[src/rtl/cfg_regbank_pkg.sv]
// Shared constants and types for the configuration bank.
// Assumes 8-bit bus data; slot layout fixed here, widths derived elsewhere.
package cfg_regbank_pkg;

    localparam int DATA_W = 8;
    localparam int NUM_SLOTS = 5;

    localparam int IDX_OWN  = 0;
    localparam int IDX_TMO  = 1;
    localparam int IDX_SPD  = 2;
    localparam int IDX_SLO  = 3;
    localparam int IDX_SHI  = 4;
    localparam int IDX_KEY  = 6;

    localparam logic [DATA_W-1:0] KEY_FIRST  = 8'hA5;
    localparam logic [DATA_W-1:0] KEY_SECOND = 8'h5A;

    typedef enum logic [1:0] {
        SPD_STANDARD = 2'd0,
        SPD_FAST     = 2'd1,
        SPD_FASTPLUS = 2'd2,
        SPD_TURBO    = 2'd3
    } speed_e;

    typedef enum logic {
        KEY_IDLE  = 1'b0,
        KEY_ARMED = 1'b1
    } key_state_e;

    // Power-up value of each slot.
    function automatic logic [DATA_W-1:0] slot_default(input int idx);
        case (idx)
            IDX_OWN: return 8'h00;
            IDX_TMO: return 8'hFF;
            IDX_SPD: return {6'd0, SPD_STANDARD};
            IDX_SLO: return 8'h9D;
            IDX_SHI: return 8'h86;
            default: return '0;
        endcase
    endfunction

    // Bits of each slot that hold state.
    function automatic logic [DATA_W-1:0] slot_mask(input int idx);
        case (idx)
            IDX_SPD: return 8'h03;
            default: return 8'hFF;
        endcase
    endfunction

endpackage

[src/rtl/cfg_key_detect.sv]
// Two-byte key detector for the soft-reset slot.
// Assumes key_wr is high only for data-port writes to the key slot.
// fire is combinational at the second-byte write; pulse_o follows one cycle later.
module cfg_key_detect
    import cfg_regbank_pkg::*;
(
    input  logic              clk,
    input  logic              rst_n,
    input  logic              key_wr,
    input  logic [DATA_W-1:0] key_byte,
    output logic              fire,
    output logic              pulse_o
);

    key_state_e state_q;

    // Second key byte seen while armed.
    assign fire = key_wr && (state_q == KEY_ARMED) && (key_byte == KEY_SECOND);

    // Arm on the first byte; any write while armed returns to idle.
    always_ff @(posedge clk) begin
        if (!rst_n) begin
            state_q <= KEY_IDLE;
        end else if (key_wr) begin
            if (state_q == KEY_IDLE && key_byte == KEY_FIRST)
                state_q <= KEY_ARMED;
            else
                state_q <= KEY_IDLE;
        end
    end

    // One-cycle notification of a completed key.
    always_ff @(posedge clk) begin
        if (!rst_n)
            pulse_o <= 1'b0;
        else
            pulse_o <= fire;
    end

endmodule

[src/rtl/cfg_reg_file.sv]
// Storage for the implemented configuration slots.
// Assumes clear has priority over a write in the same cycle.
module cfg_reg_file
    import cfg_regbank_pkg::*;
#(
    parameter int N_SLOTS = NUM_SLOTS,
    parameter int PTR_W   = 3
) (
    input  logic                           clk,
    input  logic                           rst_n,
    input  logic                           clear,
    input  logic                           wr_en,
    input  logic [PTR_W-1:0]               wr_idx,
    input  logic [DATA_W-1:0]              wr_data,
    output logic [N_SLOTS-1:0][DATA_W-1:0] slots_o
);

    for (genvar g = 0; g < N_SLOTS; g++) begin : g_slot
        localparam logic [DATA_W-1:0] DEF  = slot_default(g);
        localparam logic [DATA_W-1:0] MASK = slot_mask(g);
        logic [DATA_W-1:0] q;

        // Load the default on reset or key, else take masked writes.
        always_ff @(posedge clk) begin
            if (!rst_n || clear)
                q <= DEF;
            else if (wr_en && (int'(wr_idx) == g))
                q <= wr_data & MASK;
        end

        assign slots_o[g] = q;
    end

endmodule

[src/rtl/cfg_read_mux.sv]
// Combinational read path for both host ports.
// Assumes indexes at or above N_SLOTS read as zero.
module cfg_read_mux
    import cfg_regbank_pkg::*;
#(
    parameter int N_SLOTS = NUM_SLOTS,
    parameter int PTR_W   = 3
) (
    input  logic                           port_sel,
    input  logic [PTR_W-1:0]               ptr,
    input  logic [N_SLOTS-1:0][DATA_W-1:0] slots,
    output logic [DATA_W-1:0]              rdata
);

    // Pointer port returns the pointer, data port the selected slot.
    always_comb begin
        rdata = '0;
        if (!port_sel)
            rdata[PTR_W-1:0] = ptr;
        else if (int'(ptr) < N_SLOTS)
            rdata = slots[ptr];
    end

endmodule

[src/rtl/cfg_regbank_top.sv]
// Pointer/data configuration bank with a keyed soft reset.
// Assumes one host access per cycle, with synchronous active-low reset.
// Slot values drive dedicated outputs for the bus engine.
module cfg_regbank_top
    import cfg_regbank_pkg::*;
#(
    parameter int PTR_W = 3
) (
    input  logic              clk,
    input  logic              rst_n,
    input  logic              bus_wr,
    input  logic              bus_port,
    input  logic [7:0]        bus_wdata,
    output logic [7:0]        bus_rdata,
    output logic [7:0]        own_addr_o,
    output logic [7:0]        timeout_o,
    output logic [1:0]        mode_o,
    output logic [7:0]        scl_lo_o,
    output logic [7:0]        scl_hi_o,
    output logic              soft_rst_o
);

    localparam logic [PTR_W-1:0] KEY_PTR = PTR_W'(IDX_KEY);

    logic [PTR_W-1:0]                ptr_q;
    logic [NUM_SLOTS-1:0][DATA_W-1:0] slots;
    logic                            key_fire;
    logic                            key_wr;
    logic                            data_wr;

    assign data_wr = bus_wr && bus_port;
    assign key_wr  = data_wr && (ptr_q == KEY_PTR);

    // Pointer register: loaded from the pointer port, cleared by either reset.
    always_ff @(posedge clk) begin
        if (!rst_n || key_fire)
            ptr_q <= '0;
        else if (bus_wr && !bus_port)
            ptr_q <= bus_wdata[PTR_W-1:0];
    end

    cfg_key_detect u_key (
        .clk      (clk),
        .rst_n    (rst_n),
        .key_wr   (key_wr),
        .key_byte (bus_wdata),
        .fire     (key_fire),
        .pulse_o  (soft_rst_o)
    );

    cfg_reg_file #(
        .N_SLOTS (NUM_SLOTS),
        .PTR_W   (PTR_W)
    ) u_file (
        .clk     (clk),
        .rst_n   (rst_n),
        .clear   (key_fire),
        .wr_en   (data_wr),
        .wr_idx  (ptr_q),
        .wr_data (bus_wdata),
        .slots_o (slots)
    );

    cfg_read_mux #(
        .N_SLOTS (NUM_SLOTS),
        .PTR_W   (PTR_W)
    ) u_rmux (
        .port_sel (bus_port),
        .ptr      (ptr_q),
        .slots    (slots),
        .rdata    (bus_rdata)
    );

    assign own_addr_o = slots[IDX_OWN];
    assign timeout_o  = slots[IDX_TMO];
    assign mode_o     = slots[IDX_SPD][1:0];
    assign scl_lo_o   = slots[IDX_SLO];
    assign scl_hi_o   = slots[IDX_SHI];

endmodule

[config.mk]
export PLATFORM = sky130hd
export DESIGN_NAME = cfg_regbank_top
export DESIGN_NICKNAME = d
export VERILOG_FILES = /design/src/rtl/cfg_regbank_pkg.sv /design/src/rtl/cfg_key_detect.sv /design/src/rtl/cfg_reg_file.sv /design/src/rtl/cfg_read_mux.sv /design/src/rtl/cfg_regbank_top.sv
export SDC_FILE = /design/constraint.sdc
export NUM_CORES = 1
export LEC_CHECK = 0
export BUFFER_PORTS_ARGS = -buffer_cell sky130_fd_sc_hd__buf_2
export CAP_MARGIN = 25
export CORE_MARGIN = 3
export CORE_UTILIZATION = 46
export CTS_CLUSTER_DIAMETER = 100
export DETAILED_ROUTE_END_ITERATION = 7
export MAX_ROUTING_LAYER = met4
export PLACE_DENSITY = 0.85
export SETUP_SLACK_MARGIN = 0.3
export SLEW_MARGIN = 40
export SYNTH_ARGS = -nofsm -noshare
export SYNTH_HDL_FRONTEND = slang
export SYNTH_SLANG_ARGS = --single-unit
[constraint.sdc]
create_clock -name clk -period 1.49 [get_ports clk]
set_input_delay 0.0745 -clock clk [delete_from_list [all_inputs] [get_ports clk]]
set_output_delay 0.0745 -clock clk [all_outputs]
set_load 0.03 [all_outputs]
==> results.json, run 1 <==
{
  "port_buffers": 54,
  "drc": 0,
  "first_global_vias": 1888,
  "ys_seq_area_share_pct": 42.5,
  "fillers": 197,
  "clkLatencyLatePin_ns": 0.30,
  "placedCellCount": 305,
  "r2r_slack_ns": -0.30,
  "post-route-min-period_ns": 1.79,
  "holdPathStages": 3,
  "die-area_um2": 4790,
  "grt_max_degree": 13,
  "ys_seq_elements": 39,
  "drt_iter0_markers": 150,
  "avgViaCountPerCell": 6.20,
  "synth_ff_type": "dfxtp_1",
  "peakVddDrop_v": 0.000737,
  "path_max_fanout": 6,
  "io_pins": 55,
  "fin_ws_ns": -0.297,
  "cp_cell_sequence": "buf_4 > mux2_4 > a221oi_4 > a211oi_4 > buf_6",
  "end_kind": "output pin",
  "rr_worst_depth": 8,
  "slowest_delay_ns": 0.41,
  "pwr_density_cell_nw_per_um2": 890,
  "drt-wirelength-per-cell_um": 23.3,
  "n_antenna_cell": 0,
  "path_clk_slew_ns": 0.08,
  "min-delay-path-class": "in2reg",
  "yosys.cell_count.top_type": "dfxtp_1",
  "hold_path_end": "u_file.g_slot[4].q[3]",
  "required_ns": 1.42,
  "synth_nets": 207,
  "clock_skew_ns": 0.00870,
  "worst_r2r_endpoint": "u_file.g_slot[1].q[5]",
  "cts_hold_buf": 0,
  "grt_overflow": 0,
  "yosysWarnings": 0,
  "maxCapViolations": 0,
  "grt_antenna_before_repair": 0,
  "core-area_um2": 3740,
  "yosys.cell_types.count": 35,
  "grt_use_total_pct": 28.6,
  "worstMarginPinSlew_ns": 0.404,
  "reg2reg_from": "ptr_q[1]",
  "synthTopCellsByArea": "dfxtp_1 42%, mux2i_1 16%, nand2_1 7.4%, nor2_1 4.1%, mux2_2 3.7%",
  "syn_to_final_growth_pct": 67.7,
  "synth_top_area_share_pct": 42.5,
  "rows": 22,
  "place_ws_ns": -0.00243,
  "cp_slowest_cell": "dfxtp_4",
  "status": "finished with violations",
  "drive_above_1_share_pct": 57.6,
  "routabilityCongestion": 0.855,
  "syn_area_per_cell_um2": 9.43,
  "netlist_area_um2": 1840,
  "place_hpwl_mm": 3.85,
  "arrival_ns": 1.71,
  "cts_buffers": 5,
  "final_cell_count_no_fill": 331,
  "crit_type": "reg2out",
  "synth_commonest_cells": "39 x dfxtp_1, 36 x nand2_1, 30 x mux2i_1",
  "async_reset_ff_share_pct": 0,
  "cp-start-kind": "flip-flop",
  "maxSlewViolCount": 0,
  "max_freq_ghz": 0.560,
  "syn_inst": 195,
  "detail-route-antenna-nets": 0,
  "initial_core_util_pct": 49.1,
  "cts_sinks": 39,
  "die_h_um": 69.2,
  "nNetsFinal": 294,
  "leakage_nw": 1.26,
  "num_vias": 2051,
  "violations": "negative setup slack",
  "synth-edff-count": 0,
  "cts-root-buf": "clkbuf_8",
  "hp-start": "bus_wdata[3]",
  "setup_viol_count_final": 46,
  "cts_buffer_depth": 2,
  "die_width_um": 69.2,
  "rsz0062_at_grt": "true",
  "report.final.hold_viol_count": 0,
  "final.period_utilization_pct": 120,
  "cts_max_level": 2,
  "grt_first_pass_wirelength_mm": 10.4,
  "slew_headroom_pct": 72.3,
  "drt_pre_antenna_iters": 5,
  "wirelength_mm": 7.72,
  "yosys.area.top_type": "dfxtp_1",
  "cts_tree": "built"
}
[layout make-up]
type	count	area (um2)	share of cell area, %
repair buffers	93	721	23.4
clock inverters	2	60.1	1.95
inverters	1	3.75	0.122
multi-input cells	142	1380	44.7
flip-flops and latches	39	788	25.6
clock buffers	6	72.6	2.35
well taps	48	60.1	1.95
[per-stage QoR]
stage | utilization (%) | hold WS, ns | cell area [um2] | power (W) | setup TNS, ns
2_1_floorplan | - | 0.196 | 2000 | 0.00138 | 0
3_3_place_gp | 63.8 | 0.361 | 2390 | 0.00150 | 0
3_5_place_dp | 63.8 | 0.372 | 2390 | 0.00151 | -0.00566
4_1_cts | 75.1 | 0.0728 | 2810 | 0.00263 | -4.10
5_1_grt | 82.3 | 0.114 | 3080 | 0.00281 | -9.93
6_report | 82.3 | 0.0879 | 3080 | 0.00274 | -8.38
[critical path, delay by kind of cell, from the launching register on]
family	cells	cell delay, ns
compound gates	2	0.41
flops	1	0.41
buf+inv	2	0.27
mux	1	0.32
[cells in the final DEF (no fill, tap or decap), types with 3 or more instances in the layout]
master	n
a221oi_4	4
nand3_2	5
a211oi_4	4
nor2_4	6
buf_8	3
dfxtp_1	35
nand2b_1	3
nor2_2	4
buf_6	26
nand2_1	33
dfxtp_2	3
a21oi_2	9
buf_4	17
buf_2	46
nor2_1	10
mux2_4	4
clkbuf_8	5
mux2i_1	26
[kinds of logic (layout without fill, tap and decap cells)]
family	after synthesis	in the layout	synth area share [%]
AND/OR/NAND/NOR	80	80	21.7
flip-flops	39	39	42.5
multiplexers	38	38	22.7
AO/OA/AOI/OAI	24	24	9.39
buffers and inverters	14	102	3.74
[sequential cells by signal, summed over array words and instances, names as in the netlist]
register / count
u_key.pulse_o: 1
u_key.state_q: 1
ptr_q: 3
u_file.g_slot.q: 34
[worst max-delay path by stage]
stage                    to  depth (start not counted)     startpoint  slack, ns
3_3_place_gp   bus_rdata[7]                          4       ptr_q[1]       0.03
2_1_floorplan  bus_rdata[5]                          4       ptr_q[0]       0.09
5_1_grt        bus_rdata[0]                          7       ptr_q[1]      -0.34
3_5_place_dp       ptr_q[0]                          5  u_key.state_q     -0.002
4_1_cts        bus_rdata[2]                          5       ptr_q[1]      -0.25
6_report       bus_rdata[6]                          5       ptr_q[1]      -0.30
[power by group]
| group | total (W) | switching (W) | internal [W] |
|---|---|---|---|
| Clock | 0.00107 | 0.000396 | 0.000670 |
| Combinational | 0.000579 | 0.000329 | 0.000250 |
| Sequential | 0.00110 | 0.0000336 | 0.00106 |
| Total | 0.00274 | 0.000759 | 0.00198 |
[layer usage]
metal	track usage (%)	vias up	part of all wire, %
li1	-	868	-
met1	33.8	999	39
met2	47.5	143	49
met3	5.80	41	7.3
met4	11.5	0	5.0
met5	-	-	0
[what timing repair did]
item	in CTS	in global routing
resized for setup	49	50
setup buffers	9	5
gates cloned	3	1
setup endpoints to repair	47	47
pin swaps	13	21
hold endpoints to repair	0	0
No activity file was read; power rests on OpenSTA's default activity.
==> run 2: changes to the inputs <==
--- a/config.mk
+++ b/config.mk
@@ -8,13 +8,14 @@
 export BUFFER_PORTS_ARGS = -buffer_cell sky130_fd_sc_hd__buf_2
 export CAP_MARGIN = 25
 export CORE_MARGIN = 3
-export CORE_UTILIZATION = 46
+export CORE_UTILIZATION = 40
 export CTS_CLUSTER_DIAMETER = 100
 export DETAILED_ROUTE_END_ITERATION = 7
 export MAX_ROUTING_LAYER = met4
-export PLACE_DENSITY = 0.85
+export PLACE_DENSITY = 0.75
 export SETUP_SLACK_MARGIN = 0.3
 export SLEW_MARGIN = 40
 export SYNTH_ARGS = -nofsm -noshare
 export SYNTH_HDL_FRONTEND = slang
+export SYNTH_HIERARCHICAL = 1
 export SYNTH_SLANG_ARGS = --single-unit
==> run 2 against run 1 <==
  * The flow still finishes with violations (negative setup slack)
  * Maximum frequency down 1.5%
  * Worst setup slack got worse by 0.027 ns
  * Design area rose by 3.3%
  * Utilization decreased by 22 points
  * Highest routed layer unchanged
==> results.json, run 2 <==
{
  "status": "finished with violations",
  "violations": "negative setup slack",
  "yosys.area.top_type": "dfxtp_1",
  "yosysWarnings": 6,
  "ys_seq_elements": 39,
  "drc": 0,
  "placedCellCount": 337,
  "cts_max_level": 2,
  "die_width_um": 80.5,
  "hold_path_end": "u_file/g_slot[0].q[7]",
  "ys_seq_area_share_pct": 35.2,
  "cp_cell_sequence": "buf_12 > mux4_2 > a21oi_2 > a31oi_1 > buf_4",
  "yosys.cell_count.top_type": "mux2i_1",
  "synth_top_area_share_pct": 35.2,
  "syn_to_final_growth_pct": 43.5,
  "cts_tree": "built",
  "synth_commonest_cells": "41 x mux2i_1, 39 x dfxtp_1, 26 x nand3b_1",
  "cp_slowest_cell": "mux4_2",
  "min-delay-path-class": "in2reg",
  "netlist_area_um2": 2220,
  "grt_use_total_pct": 20.7,
  "n_antenna_cell": 0,
  "port_buffers": 54,
  "cts_hold_buf": 0,
  "setup_viol_count_final": 46,
  "hp-start": "bus_wdata[7]",
  "synth_ff_type": "dfxtp_1",
  "cts-root-buf": "clkbuf_8",
  "first_global_vias": 1876,
  "syn_inst": 209,
  "rr_worst_depth": 8,
  "grt_antenna_before_repair": 0,
  "top_regs": "u_file/g_slot.q: 34 flops, ptr_q: 3 flops",
  "worst_r2r_endpoint": "u_file/g_slot[4].q[3]",
  "path_max_fanout": 7,
  "async_reset_ff_share_pct": 0,
  "maxSlewViolCount": 0,
  "max_freq_ghz": 0.551,
  "wirelength_mm": 6.62,
  "required_ns": 1.42,
  "final_common_cell": "buf_2",
  "cts_buffer_depth": 2,
  "place_hpwl_mm": 4.24,
  "clock_skew_ns": 0.00639,
  "synth-edff-count": 0,
  "drt-wirelength-per-cell_um": 18.8,
  "r2r_slack_ns": -0.25,
  "syn_area_per_cell_um2": 10.6,
  "largest_register_ffs": 34,
  "peakVddDrop_v": 0.000417,
  "final.period_utilization_pct": 122,
  "end_kind": "output pin",
  "seqCellArea_um2": 796,
  "fin_util_pct": 60.8,
  "clkLatencyLatePin_ns": 0.29,
  "die_h_um": 80.5,
  "holdPathStages": 3,
  "die-area_um2": 6480,
  "leakage_nw": 1.31,
  "fin_ws_ns": -0.324,
  "multi_input_area_um2": 1480,
  "grt_first_pass_wirelength_mm": 9.76,
  "crit_type": "reg2out",
  "rsz0062_at_grt": "true",
  "final_cell_count_no_fill": 353,
  "detail-route-antenna-nets": 0,
  "routabilityCongestion": 0.807,
  "final_area_um2": 3180,
  "top_register": "u_file/g_slot.q",
  "pwr_density_cell_nw_per_um2": 740,
  "drt_pre_antenna_iters": 4,
  "yosys.cell_types.count": 33,
  "grt_overflow": 0,
  "io_pins": 55,
  "grt_max_degree": 30,
  "report.final.hold_viol_count": 0,
  "maxCapViolations": 0,
  "final_cell_mix": "46 x buf_2, 40 x mux2i_1, 33 x dfxtp_1",
  "path_clk_slew_ns": 0.07,
  "num_vias": 1949,
  "nNetsFinal": 295,
  "slowest_delay_ns": 0.51,
  "postPlaceCellArea_um2": 2740,
  "core-area_um2": 5240,
  "reg2reg_from": "ptr_q[1]",
  "rows": 26,
  "power_w": 0.00236,
  "avgViaCountPerCell": 5.52,
  "arrival_ns": 1.74,
  "drt_iter0_markers": 153,
  "cts_buffers": 5,
  "cts_sinks": 39,
  "synthTopCellsByArea": "dfxtp_1 35%, mux2i_1 18%, nand3b_1 8.8%, nor3b_1 8.5%, mux4_2 6.1%",
  "cp-start-kind": "flip-flop",
  "fillers": 422,
  "post-route-min-period_ns": 1.81,
  "drive_above_1_share_pct": 47.7,
  "initial_core_util_pct": 42.4
}
==> run 2: cell type report <==
class | count | area share [%]
inverters | 1 | 0.118
repair buffers | 85 | 22.7
flip-flops and latches | 39 | 25.0
well taps | 70 | 2.75
multi-input cells | 151 | 46.4
clock buffers | 7 | 3.06
==> run 2: power by group <==
group	leakage (nW)	switching (W)	total (W)	internal [W]
Combinational	0.946	0.000260	0.000485	0.000225
Clock	0.0495	0.000366	0.000789	0.000423
Sequential	0.319	0.0000202	0.00108	0.00106
==> run 2: metal layers <==
metal	GRT usage (%)	vias to the layer above	wire [um]
li1	-	914	-
met1	26.0	965	2940
met5	-	-	0
met4	5.57	0	65
met3	4.26	8	332
met2	34.0	62	3280
==> run 2: repair_timing <==
item | in CTS | in global routing
buffers inserted | 2 | 1
setup endpoints to repair | 46 | 47
gates cloned | 3 | 3
gates resized for setup | 28 | 18
pin swaps | 4 | 8
==> run 2: worst max-delay path, delay by kind of cell (launching register included) <==
kind	cells	cell delay, ns
flops	1	0.40
compound gates	2	0.20
mux	1	0.51
buf+inv	2	0.34
==> run 2: cell families (layout without fill, tap and decap cells) <==
family                 count (synthesis)  after routing  synth area share [%]
muxes                                 49             49                  27.0
DFF                                   39             39                  35.2
and+or+nand+nor                       87             87                  28.7
AOI/OAI and AO/OA                      9              9                  2.76
other                                  1              6                 0.169
buffers and inverters                 24             93                  6.26
==> run 2: worst max-delay path by stage <==
stage	slack, ns	to	start
6_report	-0.32	bus_rdata[2]	ptr_q[0]
5_1_grt	-0.39	bus_rdata[6]	ptr_q[0]
4_1_cts	-0.29	bus_rdata[4]	ptr_q[0]
3_5_place_dp	-0.20	u_file/g_slot[3].q[1]	ptr_q[1]
3_3_place_gp	-0.13	u_file/g_slot[3].q[1]	ptr_q[1]
2_1_floorplan	-0.17	u_file/g_slot[3].q[5]	ptr_q[2]
==> run 2: stage by stage <==
step / hold slack (ns) / setup WS, ns / TNS [ns]
after detailed placement: 0.401 / -0.195 / -5.84
after CTS: 0.0988 / -0.290 / -7.28
after global routing: 0.125 / -0.388 / -13.02
after floorplan: 0.200 / -0.174 / -4.57
after global placement: 0.396 / -0.133 / -3.80
final: 0.128 / -0.324 / -8.82
